[src/rtl/tmr_pkg.sv]
package tmr_pkg;
    localparam int BYTE_W = 8;
    localparam logic [1:0] ADDR_CTRL = 2'd0;
    localparam logic [1:0] ADDR_MODH = 2'd1;
    localparam logic [1:0] ADDR_MODL = 2'd2;
    localparam logic [1:0] ADDR_CNT  = 2'd3;
    localparam int CLR_BIT = 6;
endpackage

[src/rtl/tmr_modbuf.sv]
module tmr_modbuf #(
    parameter int BW = 8
) (
    input  logic              clk_i,
    input  logic              rst_ni,
    input  logic [1:0]        byte_we_i,
    input  logic [BW-1:0]     wdata_i,
    input  logic              running_i,
    input  logic              load_pt_i,
    input  logic              flush_i,
    output logic [2*BW-1:0]   mod_o
);
    localparam int CW = 2 * BW;

    typedef struct packed {
        logic [1:0][BW-1:0] bytes;
        logic [1:0]         seen;
        logic [CW-1:0]      mod;
    } mb_t;

    mb_t q, d;
    logic [1:0] other_seen;
    logic       stop_load;
    logic       run_load;

    always_comb begin
        d = q;
        other_seen = {q.seen[0], q.seen[1]};
        stop_load = !running_i && (|(byte_we_i & other_seen));
        run_load  = running_i && (&q.seen) && load_pt_i;
        for (int i = 0; i < 2; i++) begin
            if (byte_we_i[i]) d.bytes[i] = wdata_i;
        end
        if (flush_i) begin
            d.seen = '0;
        end else if (stop_load) begin
            d.mod  = {d.bytes[1], d.bytes[0]};
            d.seen = '0;
        end else if (run_load) begin
            d.mod  = {q.bytes[1], q.bytes[0]};
            d.seen = byte_we_i;
        end else begin
            d.seen = q.seen | byte_we_i;
        end
    end

    always_ff @(posedge clk_i) begin
        if (!rst_ni) q <= '0;
        else         q <= d;
    end

    assign mod_o = q.mod;

    // without both bytes marked, the active value cannot move
    p_hold_mod_r2: assert property (@(posedge clk_i) disable iff (!rst_ni)
        !(&(q.seen | byte_we_i)) |=> $stable(q.mod));

    // while running, only the safe step may load
    p_run_point_r4: assert property (@(posedge clk_i) disable iff (!rst_ni)
        (running_i && !load_pt_i) |=> $stable(q.mod));
endmodule

[src/rtl/tmr_count.sv]
module tmr_count #(
    parameter int CW = 16
) (
    input  logic          clk_i,
    input  logic          rst_ni,
    input  logic          adv_i,
    input  logic          clr_i,
    input  logic [CW-1:0] mod_i,
    output logic [CW-1:0] cnt_o,
    output logic          wrap_o,
    output logic          load_pt_o
);
    typedef struct packed {
        logic [CW-1:0] cnt;
    } cs_t;

    cs_t q, d;
    logic [CW-1:0] term;
    logic          at_top;

    always_comb begin
        d = q;
        wrap_o = 1'b0;
        load_pt_o = 1'b0;
        term = (mod_i == '0) ? '1 : mod_i;
        at_top = (q.cnt == term) || (q.cnt == '1);
        if (clr_i) begin
            d.cnt = '0;
        end else if (adv_i) begin
            load_pt_o = (q.cnt == term - 1'b1);
            if (at_top) begin
                d.cnt  = '0;
                wrap_o = 1'b1;
            end else begin
                d.cnt = q.cnt + 1'b1;
            end
        end
    end

    always_ff @(posedge clk_i) begin
        if (!rst_ni) q <= '0;
        else         q <= d;
    end

    assign cnt_o = q.cnt;

    // no tick or no enable means the count holds
    p_idle_r6: assert property (@(posedge clk_i) disable iff (!rst_ni)
        (!adv_i && !clr_i) |=> $stable(q.cnt));

    // advancing at the ceiling returns to zero
    p_wrap_r7: assert property (@(posedge clk_i) disable iff (!rst_ni)
        (adv_i && !clr_i && q.cnt == '1) |=> (q.cnt == '0));
endmodule

[src/rtl/tmr_modulo_timer.sv]
module tmr_modulo_timer
    import tmr_pkg::*;
#(
    parameter int BW = tmr_pkg::BYTE_W
) (
    input  logic            clk_i,
    input  logic            rst_ni,
    input  logic            tick_i,
    input  logic            we_i,
    input  logic [1:0]      addr_i,
    input  logic [BW-1:0]   wdata_i,
    output logic [2*BW-1:0] count_o,
    output logic [2*BW-1:0] modulo_o,
    output logic            ovf_o,
    output logic [7:0]      sel_view_o
);
    localparam int CW = 2 * BW;

    typedef struct packed {
        logic [1:0] sel;
        logic       ovf;
    } ctl_t;

    ctl_t q, d;
    logic          running;
    logic          adv;
    logic          cnt_clr;
    logic          ctl_wr;
    logic [1:0]    byte_we;
    logic          wrap;
    logic          load_pt;
    logic [CW-1:0] mod_act;

    assign running = (q.sel != 2'b00);
    assign adv     = tick_i && running;
    assign cnt_clr = we_i && (addr_i == ADDR_CNT);
    assign ctl_wr  = we_i && (addr_i == ADDR_CTRL);
    assign byte_we = {we_i && (addr_i == ADDR_MODH), we_i && (addr_i == ADDR_MODL)};

    always_comb begin
        d = q;
        if (ctl_wr) begin
            d.sel = wdata_i[1:0];
            if (wdata_i[CLR_BIT]) d.ovf = 1'b0;
        end
        if (wrap) d.ovf = 1'b1;
    end

    always_ff @(posedge clk_i) begin
        if (!rst_ni) q <= '0;
        else         q <= d;
    end

    tmr_modbuf #(.BW(BW)) u_buf (
        .clk_i     (clk_i),
        .rst_ni    (rst_ni),
        .byte_we_i (byte_we),
        .wdata_i   (wdata_i),
        .running_i (running),
        .load_pt_i (load_pt),
        .flush_i   (cnt_clr),
        .mod_o     (mod_act)
    );

    tmr_count #(.CW(CW)) u_cnt (
        .clk_i     (clk_i),
        .rst_ni    (rst_ni),
        .adv_i     (adv),
        .clr_i     (cnt_clr),
        .mod_i     (mod_act),
        .cnt_o     (count_o),
        .wrap_o    (wrap),
        .load_pt_o (load_pt)
    );

    assign modulo_o   = mod_act;
    assign ovf_o      = q.ovf;
    assign sel_view_o = {q.ovf, 5'b00000, q.sel};

    // the flag only drops through an explicit clear write
    p_ovf_sticky_r7: assert property (@(posedge clk_i) disable iff (!rst_ni)
        (q.ovf && !(ctl_wr && wdata_i[CLR_BIT])) |=> q.ovf);

    // a wrap always leaves the flag set
    p_ovf_set_r7: assert property (@(posedge clk_i) disable iff (!rst_ni)
        wrap |=> q.ovf);
endmodule

[config.mk]
export PLATFORM = sky130hd
export DESIGN_NAME = tmr_modulo_timer
export DESIGN_NICKNAME = d
export VERILOG_FILES = /design/src/rtl/tmr_pkg.sv /design/src/rtl/tmr_modbuf.sv /design/src/rtl/tmr_count.sv /design/src/rtl/tmr_modulo_timer.sv
export SDC_FILE = /design/constraint.sdc
export NUM_CORES = 1
export LEC_CHECK = 0
export BUFFER_PORTS_ARGS = -buffer_cell sky130_fd_sc_hd__buf_2
export CORE_ASPECT_RATIO = 1.2
export CORE_UTILIZATION = 48
export CTS_BUF_LIST = sky130_fd_sc_hd__clkbuf_8 sky130_fd_sc_hd__clkbuf_16
export DETAILED_ROUTE_END_ITERATION = 7
export PLACE_DENSITY = 0.77
export SYNTH_ARGS = -nofsm -noshare
export SYNTH_HDL_FRONTEND = slang
export SYNTH_SLANG_ARGS = --single-unit
[constraint.sdc]
create_clock -name clk_i -period 4.43 [get_ports clk_i]
set_input_delay 0.886 -clock clk_i [delete_from_list [all_inputs] [get_ports clk_i]]
set_output_delay 0.886 -clock clk_i [all_outputs]
set_load 0.1 [all_outputs]
; Word-level counts from Yosys, hierarchy flattened
; Index checks and enable logic that the tools add are counted.
[classes]
addsub = 2
eq_ne = 6
mux = 15
n_bitwise = 4
reduce_logical = 22
[op_table]
columns = op, n
row1 = 16-bit 2-to-1 mux, 4
row2 = 16-bit == test, 2
row3 = 16-bit by 1-bit adder with 16-bit output (second input constant), 1
row4 = 16-bit == test (second input constant), 1
row5 = 16-bit logical NOT, 1
row6 = 8-bit 2-to-1 mux, 2
row7 = 16-bit by 1-bit subtractor with 16-bit output (second input constant), 1
row8 = 1-bit logical AND, 8
row9 = 1-bit 2-to-1 mux, 8
row10 = 2-bit nonzero test, 4
row11 = 2-bit AND reduction, 3
row12 = 2-bit == test (second input constant), 2
row13 = 2-bit OR reduction, 2
row14 = 3-bit OR reduction, 1
row15 = 2-bit AND, 1
row16 = 2-bit by 1-bit == test with 1-bit output (second input constant), 1
row17 = 2-bit logical NOT, 1
row18 = 2-bit 2-to-1 mux, 1
row19 = 1-bit inverter, 2
row20 = 2-bit bitwise OR, 1
row21 = 1-bit logical NOT, 1
row22 = 1-bit logical OR, 1
[totals]
regBits = 53
in_bits = 14
output_inout_bits = 41
word_cells = 56

; Logic depth before layout (Yosys ltp)
; Gate-level depths: netlist of the first run.
[logic_depth]
word_depth = 9
ltp_mapped = 17

; Hierarchy
; Synthesis of the first run repeated with hierarchy kept, for this count alone.
[unflattened]
cells_unflattened = 447
area_unflattened_um2 = 3883.7
[modules_own_cells]
columns = mod, instances, cells_per_inst, area_each_um2
row1 = tmr_count, 1, 238, 1908.1
row2 = tmr_modbuf, 1, 183, 1760.4
row3 = tmr_modulo_timer, 1, 26, 215.2

; Worst setup path after synthesis of the first run
; Ideal clock, no wire load.
[synth_path]
path_type = reg-to-reg
start = register u_buf.q, in the netlist u_buf.mod_o[3]
end = register u_buf.q, in the netlist u_buf.mod_o[10]
setup_ns = 0.123
arrival_time_ns = 3.560
required_ns = 4.307
setup_slack_ns = 0.747
path_stages_with_launch = 16
period_less_slack_ns = 3.683
path_cell_list = dfxtp_1 > nor4_4 > and4_1 > buf_6 > a21oi_2 > ha_1 > or4b_4 > nor2_1 > xnor2_1 > o221a_2 > nand4_2 > or4_4 > o21ba_1 > buf_6 > buf_12 > mux2i_1
[synth_between]
elab_chain_len = 9
[synth_rtl]
columns = element, line
row1 = "start, declared", tmr_modbuf.sv:21  ; mb_t q, d;
row2 = "start signal, assigned", tmr_modbuf.sv:48  ; if (!rst_ni) q <= '0;
row3 = "start signal, assigned", tmr_modbuf.sv:49  ; else q <= d;
row4 = 16-bit logical NOT, tmr_count.sv:25  ; term = (mod_i == '0) ? '1 : mod_i;
row5 = 16-bit 2-to-1 mux (*), tmr_count.sv:25
row6 = 16-bit by 1-bit subtractor with 16-bit output (*), tmr_count.sv:30  ; load_pt_o = (q.cnt == term - 1'b1);
row7 = 16-bit == test (*), tmr_count.sv:30
row8 = 1-bit 2-to-1 mux (*), tmr_count.sv:29  ; end else if (adv_i) begin
row9 = 1-bit 2-to-1 mux (*), tmr_count.sv:27  ; if (clr_i) begin
row10 = 1-bit logical AND (*), tmr_modbuf.sv:30  ; run_load = running_i && (&q.seen) && load_pt_i;
row11 = 2-bit nonzero test (no source line) (*), n/a
row12 = 2-bit AND reduction (no source line) (*), n/a
; Mark *: on every way between the ends. The rest lies on a longest branch, timed or not.
; A chain may end at the register's enable or synchronous reset.

; Worst setup path in the final report of the first run
[layout_path]
start = register u_buf.q, in the netlist u_buf.mod_o[3]
end = register u_buf.q, in the netlist u_buf.mod_o[8]
; Same word-level chain as after synthesis.

==> metrics.txt, run 1 <==
status=finished with violations; failing checks=DRC; RSZ-0062 raised after global routing=no; flops & latches, synth=53; Post-CTS Resized=0; Sw Ratio=26.6%; fin area=0.00398 mm²; Bufs on Longest Clock Path=2; Clock transition at path regs=0.11 ns; Reg2Reg Setup Slack=~0.38 ns; post-synth top area share=27.4%; max-slew violations=0; Iteration-0 DRC Markers=319; DRC Markers=2; vias per cell=between 6 and 7; Syn Area/Cell=8.31 µm²; Synth cell types=73; post-route setup slack=0.384 ns; clock latency on the worst-skew pair=around 0.32 ns; asr flop ratio synth=0%; Final Wtd Congestion=0.954; EDFF count, synth=0; gate count of the mapped netlist=467; max incr delay on CP=0.55 ns; WL met3=between 500 and 600 µm; min-delay src=u_buf.q[20]$_SDFF_PN0_; Initial Util=50.0%; sequential share of power=a little over half; CTS sink count=53; Ports=between 50 and 60; Setup Skew=0.0146 ns; Fill cells=742; Util after Layout=51.4%; Fmax=about 250 MHz; wire length of the first global-routing pass=16.2 mm; Area growth syn-to-layout=2.65%; Placed Cells=approximately 560; r2r endpoint=u_buf.mod_o[8]$_SDFFE_PN0P_; WL final=9.89 mm; Post-Place Cell Area=0.00386 mm²; layout cells sized above 1=about a fifth; die width=84.1 µm; Setup crit end kind=flip-flop; gr ovfl total=0; Final period util=approximately nine tenths; Final Hold Fails=0; P_sw=between 200 and 250 µW; Worst Path Max Fanout=16; max cap viols=0; number of cells on the worst hold path=2; worst vdd ir=approximately 0.00018 V; slowest CP cell=dfxtp_1; number of global-route vias before repair=3,365; Worst Hold Class=reg -> reg; final setup violating endpoints=0; clock root buffer=clkbuf_8; Max-slew headroom=37.3%; Yosys warning count=0; CTS tree=yes; Worst Hold End=u_buf.q[20]$_SDFF_PN0_; Clock power frac=approximately 37%; post-DR wirelength/cell=17.3 µm; R2R Path Start=u_buf.mod_o[3]$_SDFFE_PN0P_; shortest period the worst path allows=4.05 ns; H-Tree Depth=2; via count=3,448; Critical Path AT=4.21 ns; Post-Route Setup TNS=0 ns; die area=0.00845 mm²; Synth area leader=dfxtp_1; commonest non-fill, non-tap cell in the layout=nand2_1; Die Ht=100 µm; prevailing post-synth register cell=dfxtp_1; Nets=495; Place WS=0.412 ns; Overall Global Routing Usage=23.9%; cell internal pwr=slightly below 700 µW; CTS Buf Count=5; Post-CTS Setup Bufs=0; # diodes=0; Syn Std Cell Area=slightly below 0.004 mm²; Area contributors post-synth=dfxtp_1 27%, nand2_1 7.0%, mux2i_1 4.9%; TritonRoute pass-1 iters=7; Pleak=0.00167 µW; Core Box Area=~0.0078 mm²; hpwl dp=7.32 mm; Non-Filler Instances=572; PD cells=~230 mW/mm²; cell row count=35; worst-margin pin slew=0.941 ns; commonest non-fill, non-tap cells in the layout=72 x nand2_1, 53 x dfxtp_1, 49 x buf_2, 24 x nor2_1, 20 x xnor2_1; port bufs=49; Seq/Total Area, Yosys=27.4%; Setup crit start kind=flip-flop; cts-stage hold buffer count=0; wire length on met1=4.00 mm; Crit path required time=approximately 4.6 ns; met2 WL=4.89 mm; Antenna Nets Post-Route=0; initial antenna violation count=0; R2R depth=12; CP cell instances=nor4_4 > and4_1 > a21oi_2 > ha_1 > or4b_4 > nor2_1 > xnor2_1 > o221a_2 > nand4_2 > or4_4 > o21ba_1 > mux2i_1; max layer used=met4; Setup CP Type=reg -> reg; largest net degree at the start of global routing=54; Logic pwr share=10.3%
## state kept, by name, summed over array words and instances (netlist names)
signal	flops
ovf_o	1
sel_view_o	2
u_buf.mod_o	16
u_buf.other_seen	2
u_buf.q	16
u_cnt.cnt_o	16
## worst max-delay path by stage
stage | startpoint | to | cells after the start
floorplan | u_buf.mod_o[3]$_SDFFE_PN0P_ | u_buf.mod_o[10]$_SDFFE_PN0P_ | 15
global placement | u_buf.mod_o[3]$_SDFFE_PN0P_ | u_buf.mod_o[12]$_SDFFE_PN0P_ | 12
detailed placement | u_buf.mod_o[3]$_SDFFE_PN0P_ | u_buf.mod_o[8]$_SDFFE_PN0P_ | 12
CTS | u_buf.mod_o[3]$_SDFFE_PN0P_ | u_buf.mod_o[8]$_SDFFE_PN0P_ | 12
global route | u_buf.mod_o[3]$_SDFFE_PN0P_ | u_buf.mod_o[8]$_SDFFE_PN0P_ | 12
finish | u_buf.mod_o[3]$_SDFFE_PN0P_ | u_buf.mod_o[8]$_SDFFE_PN0P_ | 12
## metal layers
layer	vias up	GRT usage [%]
met5	-	0
met4	0	15.3
met3	38	3.69
met2	140	42.2
met1	1621	27.0
li1	1649	-
## worst max-delay path: cells and delay by family, from the launching register on
| family | cells | cell delay, ns |
|---|---|---|
| fa+ha+maj | 1 | 0.25 |
| mux | 1 | 0.23 |
| xor+xnor | 1 | 0.16 |
| compound gates | 3 | 1.00 |
| simple gates | 6 | 1.68 |
| flops | 1 | 0.55 |
## logic make-up (layout without fill, tap and decap cells)
group                    after synthesis  count (layout)  share of synthesized area [%]
buffers and inverters                 66              75                           13.0
AND/OR/NAND/NOR                      198             198                           27.9
AO/OA/AOI/OAI                         90              90                           17.0
adder cells (fa/ha/maj)                2               2                          0.645
flip-flops                            53              53                           27.4
other                                  1               5                         0.0967
multiplexers                          19              19                           4.90
XOR/XNOR                              38              38                           9.06
## final cells by class
class / instances / area (µm²) / area share, %
Sequential cell: 53 / 1060 / 26.6
Tap cell: 92 / 115 / 2.89
Clock buffer: 5 / 68.8 / 1.73
Multi-Input combinational cell: 352 / 2330 / 58.5
Timing Repair Buffer: 62 / 343 / 8.61
Inverter: 5 / 18.8 / 0.471
Clock inverter: 3 / 47.5 / 1.19
## cells in the mapped netlist (all sizes together), types with 2 or more instances
cell and number:
buf 35, a211oi 5, a41oi 3, dfxtp 53, o21ai 10, nand3 15
inv 5, o2111ai 3, nor2 24, dlygate4sd3 4, and3 4, nor4 8
a21oi 14, o211ai 19, xor2 17, a21boi 16, nor3 20, and2 3
nand4bb 2, a21o 3, or3 3, and4 2, nor3b 3, nand2 72
or2 3, nand4 11, a211o 2, or2b 10, clkbuf 21, nor2b 3
xnor2 21, o41ai 2, mux2i 19, ha 2, nand2b 9
## stage by stage
| step | total power (µW) | hold slack, ns |
|---|---|---|
| after floorplan | 578 | 0.438 |
| after global routing | 959 | 0.495 |
| after CTS | 933 | 0.472 |
| final | 930 | 0.470 |
| after detailed placement | 595 | 0.456 |
| after global placement | 593 | 0.449 |
## power by group through the flow
stage / Clock (µW) / Combinational (µW) / Sequential, µW
2_1_floorplan: 0 / 73.0 / 505
3_3_place_gp: 0 / 94.2 / 499
3_5_place_dp: 0 / 95.3 / 499
4_1_cts: 349 / 95.7 / 488
5_1_grt: 366 / 103 / 490
6_report: 345 / 96.2 / 489
Power figures use the tool's default switching activity.
==> run 2: changes to the inputs <==
- RECOVER_POWER: not set -> 25
==> metrics.txt, run 2 (same netlist as run 1, synthesis figures left out) <==
Non-Filler Instances=572; max incr delay on CP=0.55 ns; Die Ht=100 µm; final setup violating endpoints=0; Sw Ratio=about a quarter; Final Wtd Congestion=0.954; clock latency on the worst-skew pair=0.32 ns; Reg2Reg Setup Slack=roughly 0.38 ns; Post-CTS Setup Bufs=0; cell row count=35; Setup crit start kind=flip-flop; Setup crit end kind=flip-flop; Top Family by Delay on Critical Path=simple AND/OR/NAND/NOR gates; Initial Util=50.0%; Pleak=0.00165 µW; CP cell instances=nor4_4 > and4_1 > a21oi_2 > ha_1 > or4b_4 > nor2_1 > xnor2_1 > o221a_2 > nand4_2 > or4_4 > o21ba_1 > mux2i_1; max-slew violations=54; die area=about 0.0084 mm²; Final Hold Fails=0; Worst Hold Class=reg -> reg; # diodes=0; die width=84.1 µm; Area growth syn-to-layout=2.48%; wire length of the first global-routing pass=between 15 and 20 mm; Critical Path AT=4.22 ns; initial antenna violation count=0; Bufs and invs on worst path=0; Bufs on Longest Clock Path=2; H-Tree Depth=2; Ports=55; Setup Skew=between 0.01 and 0.015 ns; Core Box Area=~0.0078 mm²; Post-Route Setup TNS=0 ns; WL final=9.90 mm; Nets=495; Max-slew headroom=-30.9%; post-DR wirelength/cell=17.3 µm; Hold Worst Slack=0.472 ns; layout cells sized above 1=17.9%; slowest CP cell=dfxtp_1; port bufs=approximately 50; Placed Cells=564; worst-margin pin slew=approximately 2.0 ns; shortest period the worst path allows=4.05 ns; commonest non-fill, non-tap cell in the layout=nand2_1; hpwl dp=7.32 mm; gr ovfl total=0; Clock power frac=a little under two fifths; Antenna Nets Post-Route=0; P_sw=248 µW; clock root buffer=clkbuf_8; TritonRoute pass-1 iters=6; DRC Markers=2; Place WS=0.412 ns; CTS tree=yes; sequential share of power=52.5%; via count=3,442; vias per cell=6.02; Logic pwr share=10.3%; worst vdd ir=about 0.00018 V; Setup CP Type=reg -> reg; number of global-route vias before repair=3,365; failing checks=DRC, capacitance limit, slew limit; commonest non-fill, non-tap cells in the layout=72 x nand2_1, 53 x dfxtp_1, 44 x buf_2, 24 x nor2_1, 20 x xnor2_1; Worst Path Max Fanout=16; largest net degree at the start of global routing=54; PD cells=234 mW/mm²; max cap viols=1; post-route setup slack=approximately 0.38 ns; Final period util=around 90%; Crit path required time=4.60 ns; Iteration-0 DRC Markers=317; CTS sink count=53; Fmax=247 MHz; Overall Global Routing Usage=23.9%; Clock transition at path regs=0.11 ns; cell internal pwr=683 µW; Post-CTS Resized=0; RSZ-0062 raised after global routing=no; cts-stage hold buffer count=0; CTS Buf Count=5; status=finished with violations
[run 2: cell count changes in the layout (fill, tap and decap cells not counted)]
cell and delta:
buf_2 -5, clkbuf_1 +5
[run 2: worst register-to-register path: stages (launching register included)]
cell	delay [ns]
dfxtp_1	0.55
nor4_4	0.12
and4_1	0.25
a21oi_2	0.28
ha_1	0.25
or4b_4	0.50
nor2_1	0.17
xnor2_1	0.16
o221a_2	0.22
nand4_2	0.09
or4_4	0.55
o21ba_1	0.50
mux2i_1	0.24
[run 2: cell type report]
type	count	area (µm²)
Tap cell	92	115
Clock inverter	3	47.5
Inverter	5	18.8
Fill cell	745	3780
Timing Repair Buffer	62	337
Sequential cell	53	1060
Clock buffer	5	68.8
Multi-Input combinational cell	352	2330
[run 2: path summary, 6_finish.rpt]
check,end,cells past startpoint,from
hold / removal,u_buf.q[20]$_SDFF_PN0_,2,u_buf.q[20]$_SDFF_PN0_
hold reg to reg,u_buf.q[20]$_SDFF_PN0_,2,u_buf.q[20]$_SDFF_PN0_
setup / recovery,u_buf.mod_o[8]$_SDFFE_PN0P_,12,u_buf.mod_o[3]$_SDFFE_PN0P_
setup reg to reg,u_buf.mod_o[8]$_SDFFE_PN0P_,12,u_buf.mod_o[3]$_SDFFE_PN0P_
[run 2: layer usage]
layer  global-route usage, %  part of all wire [%]
met1                    27.0                    40
met2                    42.2                    50
met3                    3.69                   5.3
met4                    15.3                   4.1
met5                       0                     0
[run 2: power by group through the flow]
stage / logic, µW / clock network [µW] / registers, µW
6_report: 96.3 / 346 / 489
2_1_floorplan: 73.0 / 0 / 505
3_3_place_gp: 94.2 / 0 / 499
5_1_grt: 104 / 366 / 490
4_1_cts: 95.7 / 349 / 488
3_5_place_dp: 95.3 / 0 / 499
[run 2: through the flow]
stage | total power [µW] | instance area, µm² | utilization [%]
after detailed placement | 595 | 3860 | 49.9
after floorplan | 578 | 3890 | -
after global routing | 959 | 3980 | 51.3
final | 931 | 3980 | 51.3
after CTS | 933 | 3980 | 51.4
after global placement | 593 | 3860 | 49.9
